[config.mk]
export PLATFORM = sky130hd
export DESIGN_NAME = seq_mult
export DESIGN_NICKNAME = d
export VERILOG_FILES = /design/src/rtl/mul_pkg.sv /design/src/rtl/mul_add.sv /design/src/rtl/mul_ctrl.sv /design/src/rtl/mul_path.sv /design/src/rtl/seq_mult.sv
export SDC_FILE = /design/constraint.sdc
export NUM_CORES = 1
export LEC_CHECK = 0
export BUFFER_PORTS_ARGS = -buffer_cell sky130_fd_sc_hd__clkbuf_2
export CORE_MARGIN = 2
export CORE_UTILIZATION = 45
export CTS_CLUSTER_SIZE = 25
export DETAILED_ROUTE_END_ITERATION = 8
export GPL_TIMING_DRIVEN = 0
export PLACE_DENSITY = 0.8
export RECOVER_POWER = 100
export REMOVE_ABC_BUFFERS = 1
export SYNTH_ARGS = -nofsm -noshare
export SYNTH_HDL_FRONTEND = slang
export SYNTH_SLANG_ARGS = --single-unit
[constraint.sdc]
create_clock -name clk -period 3.87 [get_ports clk]
set_input_delay 0.387 -clock clk [delete_from_list [all_inputs] [get_ports clk]]
set_output_delay 0.387 -clock clk [all_outputs]
set_load 0.1 [all_outputs]
[src/rtl/mul_pkg.sv]
package mul_pkg;
  typedef enum logic [1:0] {
    ST_IDLE = 2'd0,
    ST_RUN  = 2'd1,
    ST_FIN  = 2'd2
  } mul_state_t;
endpackage

[src/rtl/mul_add.sv]
module mul_add #(
  parameter int W = 32
) (
  input  logic [W-1:0] x,
  input  logic [W-1:0] y,
  input  logic         en,
  output logic [W:0]   sum
);
  logic [W-1:0] y_gated;
  always_comb begin
    y_gated = en ? y : '0;
    sum     = {1'b0, x} + {1'b0, y_gated};
  end
endmodule

[src/rtl/mul_ctrl.sv]
module mul_ctrl #(
  parameter int W  = 32,
  parameter int CW = $clog2(W)
) (
  input  logic          clk,
  input  logic          rst,
  input  logic          start,
  output logic          load,
  output logic          step,
  output logic          busy,
  output logic          done,
  output logic [CW-1:0] cnt
);
  import mul_pkg::*;
  localparam logic [CW-1:0] LAST = CW'(W - 1);

  mul_state_t state;

  always_ff @(posedge clk) begin
    if (rst) begin
      state <= ST_IDLE;
      cnt   <= '0;
    end else begin
      case (state)
        ST_RUN: begin
          cnt <= cnt + CW'(1);
          if (cnt == LAST) state <= ST_FIN;
        end
        default: begin
          if (start) begin
            state <= ST_RUN;
            cnt   <= '0;
          end
        end
      endcase
    end
  end

  always_comb begin
    busy = (state == ST_RUN);
    done = (state == ST_FIN);
    step = busy;
    load = start && !busy;
  end
endmodule

[src/rtl/mul_path.sv]
module mul_path #(
  parameter int W = 32
) (
  input  logic           clk,
  input  logic           rst,
  input  logic           load,
  input  logic           step,
  input  logic [W-1:0]   a,
  input  logic [W-1:0]   b,
  output logic [2*W-1:0] prod
);
  logic [W-1:0] mcand;
  logic [W:0]   sum;

  mul_add #(.W(W)) u_add (
    .x   (prod[2*W-1:W]),
    .y   (mcand),
    .en  (prod[0]),
    .sum (sum)
  );

  always_ff @(posedge clk) begin
    if (rst) begin
      mcand <= '0;
      prod  <= '0;
    end else if (load) begin
      mcand <= a;
      prod  <= {{W{1'b0}}, b};
    end else if (step) begin
      prod  <= {sum, prod[W-1:1]};
    end
  end
endmodule

[src/rtl/seq_mult.sv]
module seq_mult #(
  parameter int W = 32
) (
  input  logic           clk,
  input  logic           rst,
  input  logic           start,
  input  logic [W-1:0]   op_a,
  input  logic [W-1:0]   op_b,
  output logic [2*W-1:0] product,
  output logic           done
);
  localparam int CW = $clog2(W);

  logic          load;
  logic          step;
  logic          busy;
  logic [CW-1:0] cnt;

  mul_ctrl #(.W(W), .CW(CW)) u_ctrl (
    .clk   (clk),
    .rst   (rst),
    .start (start),
    .load  (load),
    .step  (step),
    .busy  (busy),
    .done  (done),
    .cnt   (cnt)
  );

  mul_path #(.W(W)) u_path (
    .clk  (clk),
    .rst  (rst),
    .load (load),
    .step (step),
    .a    (op_a),
    .b    (op_b),
    .prod (product)
  );
endmodule

After elaboration in Yosys (flattened, before gate mapping)
Index checks and enable logic that the tools add are counted.
Widths: inputs -> output; s select.
{"block": "word_totals", "ff_bits": 103, "input_bits": 67, "out_inout_bits": 65, "elab_cells": 25}
{"block": "classes", "add_sub_neg": 2, "n_eq_ne": 4, "n_mux": 8, "n_reduce_logical": 6}
{"operator": "$mux 32", "n": 3}
{"operator": "$add 32x32->33", "n": 1}
{"operator": "$mux 5", "n": 2}
{"operator": "$mux 2", "n": 3}
{"operator": "$add 5x1->5 const B", "n": 1}
{"operator": "$eq 5x5->1 const B", "n": 1}
{"operator": "$reduce_bool 2->1", "n": 2}
{"operator": "$eq 2x1->1 const B", "n": 1}
{"operator": "$eq 2x2->1 const B", "n": 1}
{"operator": "$ne 2x1->1 const B", "n": 1}
{"operator": "$reduce_and 2->1", "n": 1}
{"operator": "$reduce_or 2->1", "n": 1}
{"operator": "$logic_and 1x1->1", "n": 1}
{"operator": "$logic_not 1->1", "n": 1}

Longest topological paths before layout
{"block": "logic_depth", "depth_word": 4, "ltp_mapped": 12}

By module
A second synthesis with hierarchy kept.
{"block": "hier_totals", "cells_unflattened": 653, "hier_area_um2": 6117.1}
{"module": "mul_path", "n_inst": 1, "cells_per_inst": 350, "area_each_um2": 3811.2, "seq_area_each_um2": 1921.8}
{"module": "mul_add", "n_inst": 1, "cells_per_inst": 264, "area_each_um2": 1954.4, "seq_area_each_um2": 0.0}
{"module": "mul_ctrl", "n_inst": 1, "cells_per_inst": 39, "area_each_um2": 351.6, "seq_area_each_um2": 140.1}

Worst setup path after synthesis
OpenSTA, ideal clock, no wires.
{"block": "synth_path", "path_kind": "register to register", "from": "register u_path.prod[32]", "to": "register u_path.prod[61]", "setup_time_ns": 0.124, "arrival_time_ns": 2.849, "t_required_ns": 3.746, "setup_slack_ns": 0.897, "stages_incl_launch_ff": 11, "path_buffers": 0, "period_less_slack_ns": 2.973, "cell_sequence": "dfxtp_1 -> ha_1 -> fa_1 -> a21oi_2 -> o211ai_1 -> a21oi_1 -> o32ai_1 -> or4_1 -> a31oi_1 -> xor2_1 -> o21ai_1"}
{"block": "synth_via", "elab_chain_cells": 1}
{"element": "from (decl)", "line_no": "mul_path.sv:10", "source": "output logic [2*W-1:0] prod"}
{"element": "from (signal assigned)", "line_no": "mul_path.sv:28", "source": "prod <= {{W{1'b0}}, b};"}
{"element": "from (signal assigned)", "line_no": "mul_path.sv:30", "source": "prod <= {sum, prod[W-1:1]};"}
{"element": "$add 32x32->33", "line_no": "mul_add.sv:12", "source": "sum = {1'b0, x} + {1'b0, y_gated};"}
Every way passes these cells.
A chain may end at the register's enable or synchronous reset.

Worst setup path in the final report
{"block": "layout_path", "from": "register u_path.prod[0]", "to": "register u_path.prod[63]"}
{"block": "layout_via", "elab_chain_cells": 2}
{"element": "$mux 32", "line_no": "mul_add.sv:11", "source": "y_gated = en ? y : '0;"}
{"element": "$add 32x32->33", "line_no": "mul_add.sv:12"}
Every way passes these cells.

==> impl_metrics.tcl <==
set metrics [dict create \
    drt_iter0_drc 188 \
    detailedRoute.firstPassIterationCount 5 \
    ys.warnings.count 0 \
    power_frac_seq 0.443 \
    groute.usage.overall 0.207 \
    detailedPlacementHpwl_mm 10.1 \
    worst_ep_required_time_ns 4.16 \
    starting_density_of_the_core 0.462 \
    power.ir.vdd_worst_mv 0.297 \
    p_leak_nw 2.88 \
    timing.rr.start "u_path.prod[0]" \
    timing.final.setup_violations 0 \
    max_cap_viol_count 0 \
    synth.cell_area_um2 5850 \
    globalplace.congestion 0.919 \
    clockPowerShare 0.368 \
    final_common_cell "sky130_fd_sc_hd__nand2_1" \
    path_depth_of_the_worst_reg2reg_path 11 \
    clock_tree_from_tritoncts "built" \
    fp.dieArea_um2 13900 \
    number_of_flops_mapped_to_enable_cells_by_yosys 0 \
    numCtsBuffers 9 \
    dpl.cell_count 981 \
    cts_sinks 103 \
    status "finished clean" \
    max_clock_freq_ghz 0.282 \
    number_of_different_library_cells_in_the_post_synthesis_netlist 57 \
    fin_crit_period_ns 3.54 \
    arrival_ns 3.83 \
    number_of_global_route_vias_before_repair 4948 \
    timing.hold.worst.class "input pin to flop" \
    yosys_register_bits 103 \
    crit_end "u_path.prod[63]" \
    holdWs_ns 0.250 \
    worst_path_clk_slew_ns 0.07 \
    route.antenna.remaining_nets 0 \
    detail_route.vias_per_cell 5.30 \
    grt_antenna_before_repair 0 \
    worst_clock_skew_ns 0.00741 \
    drive_gt1_frac 0.122 \
    routed-via-count 5280 \
    timing.rr.end "u_path.prod[63]" \
    die-height_um 118 \
    combinationalPowerShare 0.189 \
    r2r_slack_ns 0.33 \
    layout.cells.most_common_list "sky130_fd_sc_hd__nand2_1 (130), sky130_fd_sc_hd__dfxtp_1 (103), sky130_fd_sc_hd__a21oi_1 (75), sky130_fd_sc_hd__clkbuf_2 (65), sky130_fd_sc_hd__clkbuf_1 (65)" \
    std_cell_rows 41 \
    critical_path.max_fanout 34 \
    die_w_um 118 \
    post_synth.cell_area_avg_um2 8.03 \
    power_switching_w 0.000828 \
    grt_max_degree 91 \
    grt_pass1_wl_mm 23.8 \
    ys.flop_type "sky130_fd_sc_hd__dfxtp_1" \
    insertion_delay_ns 0.35 \
    tns_ns 0 \
    grt_setup_unrepaired "no" \
    drt_wl_total_mm 14.3 \
    cp-end-kind "flop" \
    worst_setup_startpoint "u_path.prod[0]" \
    post_layout_nonfiller_instances 997 \
    drc 0 \
    postSynthCellCount 729 \
    cts_setup_buffers 0 \
    post-route-period-util 0.915 \
    crit_type "flop to flop" \
    power.internal_w 0.00178 \
    portion_of_the_post_synthesis_area_used_by_sequential_elements 0.352 \
    p_per_area_nw_per_um2 388 \
    cts_max_path_buffers 2 \
    worst_pin_slew_ns 1.25 \
    io_pins 132 \
    report.final.hold_viol_count 0 \
    layout.nets 922 \
    placeableCoreArea_um2 12700 \
    gr_ovfl_total 0 \
    htree_levels 3 \
    place.port_buffers 131 \
    max-slew-margin-rel 0.170 \
    flow.area_growth_from_synthesis_pct 14.9 \
    start_kind "flop" \
    asr_flop_ratio_synth 0 \
    average_detailed_routed_wire_length_per_instance_um 14.4 \
    diodes 0 \
    library_cell_used_as_clock_root_buffer "sky130_fd_sc_hd__clkbuf_16" \
    swShare 0.317 \
    min-delay-start "op_a[26]" \
    finalMaxSlewViolations 0 \
]
[what timing repair did]
action / CTS / global route
setup endpoints to repair: 14 / 15
hold buffers: 0 / 0
resized for setup: 1 / 2
[cell families (layout without fill, tap and decap cells)]
group | after synthesis | count (layout) | share of synthesized area
AOI/OAI and AO/OA | 203 | 203 | 0.218
xor gates and xnor gates | 28 | 28 | 0.0419
adders and majority gates | 35 | 35 | 0.0761
buffers and inverters | 58 | 154 | 0.0479
DFF | 103 | 103 | 0.352
muxes | 33 | 33 | 0.0567
and+or+nand+nor | 269 | 269 | 0.207
[layout make-up]
cell class / instances / area, um^2
clock inverter: 7 / 87.6
sequential: 103 / 2060
tap: 172 / 215
clock buffer: 9 / 225
timing repair buffer: 132 / 592
fill: 1275 / 5940
inverter: 6 / 22.5
multi-input combinational: 568 / 3520
[registers in the layout, summed over array words and instances, names as in the netlist]
signal and count:
u_path.mcand 32, u_ctrl.cnt 5, u_path.prod 64, u_ctrl.state 2
[synthesized netlist by cell type, drive strengths merged (2+ instances only)]
cell,n,share of area
o21bai,2,0.0026
nor2,58,0.037
and3,2,0.0021
xor2,13,0.019
mux2i,32,0.055
or3,2,0.0024
nand3,11,0.0094
nand3b,4,0.0051
a31oi,5,0.0053
dfxtp,103,0.35
a21o,14,0.018
a21boi,4,0.0051
inv,6,0.0038
o21a,5,0.0064
nand4,6,0.0064
xnor2,15,0.022
ha,34,0.073
or2,2,0.0021
or4,3,0.0038
a211oi,38,0.049
nand2b,3,0.0032
nand2,131,0.084
buf,20,0.022
and2,34,0.036
nor2b,5,0.0053
a21oi,83,0.077
clkbuf,31,0.020
and4,3,0.0045
o31ai,2,0.0034
o21ai,39,0.035
nor3,4,0.0034
[stage by stage]
step	power, W	area, um^2	worst slack, ns	util
global placement	0.00168	6460	-2.55	0.510
detailed placement	0.00168	6490	-0.496	0.512
CTS	0.00265	6810	0.152	0.537
global route	0.00272	6730	0.0540	0.531
floorplan	0.00155	5590	-0.410	-
finish	0.00261	6730	0.329	0.531
[routing by layer]
layer | global-route usage | routed length (um) | vias to the layer above
li1 | - | - | 2718
met1 | 0.265 | 6630 | 2383
met2 | 0.328 | 6410 | 156
met3 | 0.0591 | 952 | 23
met4 | 0.0813 | 333 | 0
met5 | 0 | 0 | -
[worst min-delay path by stage]
stage	cells past startpoint	endpoint	slack [ns]
after CTS	3	u_path.mcand[18]	0.24
after floorplan	2	u_path.mcand[0]	0.43
after global routing	3	u_path.mcand[28]	0.24
final	3	u_path.mcand[26]	0.25
after global placement	2	u_path.mcand[29]	0.44
after detailed placement	2	u_path.mcand[14]	0.44
[critical path: stages, from the launching register on]
cell	delay (ns)
sky130_fd_sc_hd__dfxtp_1	1.01
sky130_fd_sc_hd__and2_0	0.23
sky130_fd_sc_hd__ha_1	0.19
sky130_fd_sc_hd__fa_1	0.25
sky130_fd_sc_hd__a21oi_2	0.09
sky130_fd_sc_hd__o211ai_1	0.22
sky130_fd_sc_hd__a21boi_0	0.21
sky130_fd_sc_hd__a21boi_0	0.49
sky130_fd_sc_hd__o21ai_1	0.25
sky130_fd_sc_hd__o21ai_2	0.29
sky130_fd_sc_hd__o21ai_1	0.10
sky130_fd_sc_hd__a21oi_1	0.13
[power groups by stage]
stage / Clock, W / Sequential (W) / Combinational [W]
floorplan: 0 / 0.00140 / 0.000147
global placement: 0 / 0.00118 / 0.000502
detailed placement: 0 / 0.00118 / 0.000505
CTS: 0.000984 / 0.00116 / 0.000506
global route: 0.00103 / 0.00116 / 0.000529
finish: 0.000962 / 0.00116 / 0.000494
Note: power is estimated with default switching activity, not from simulation.
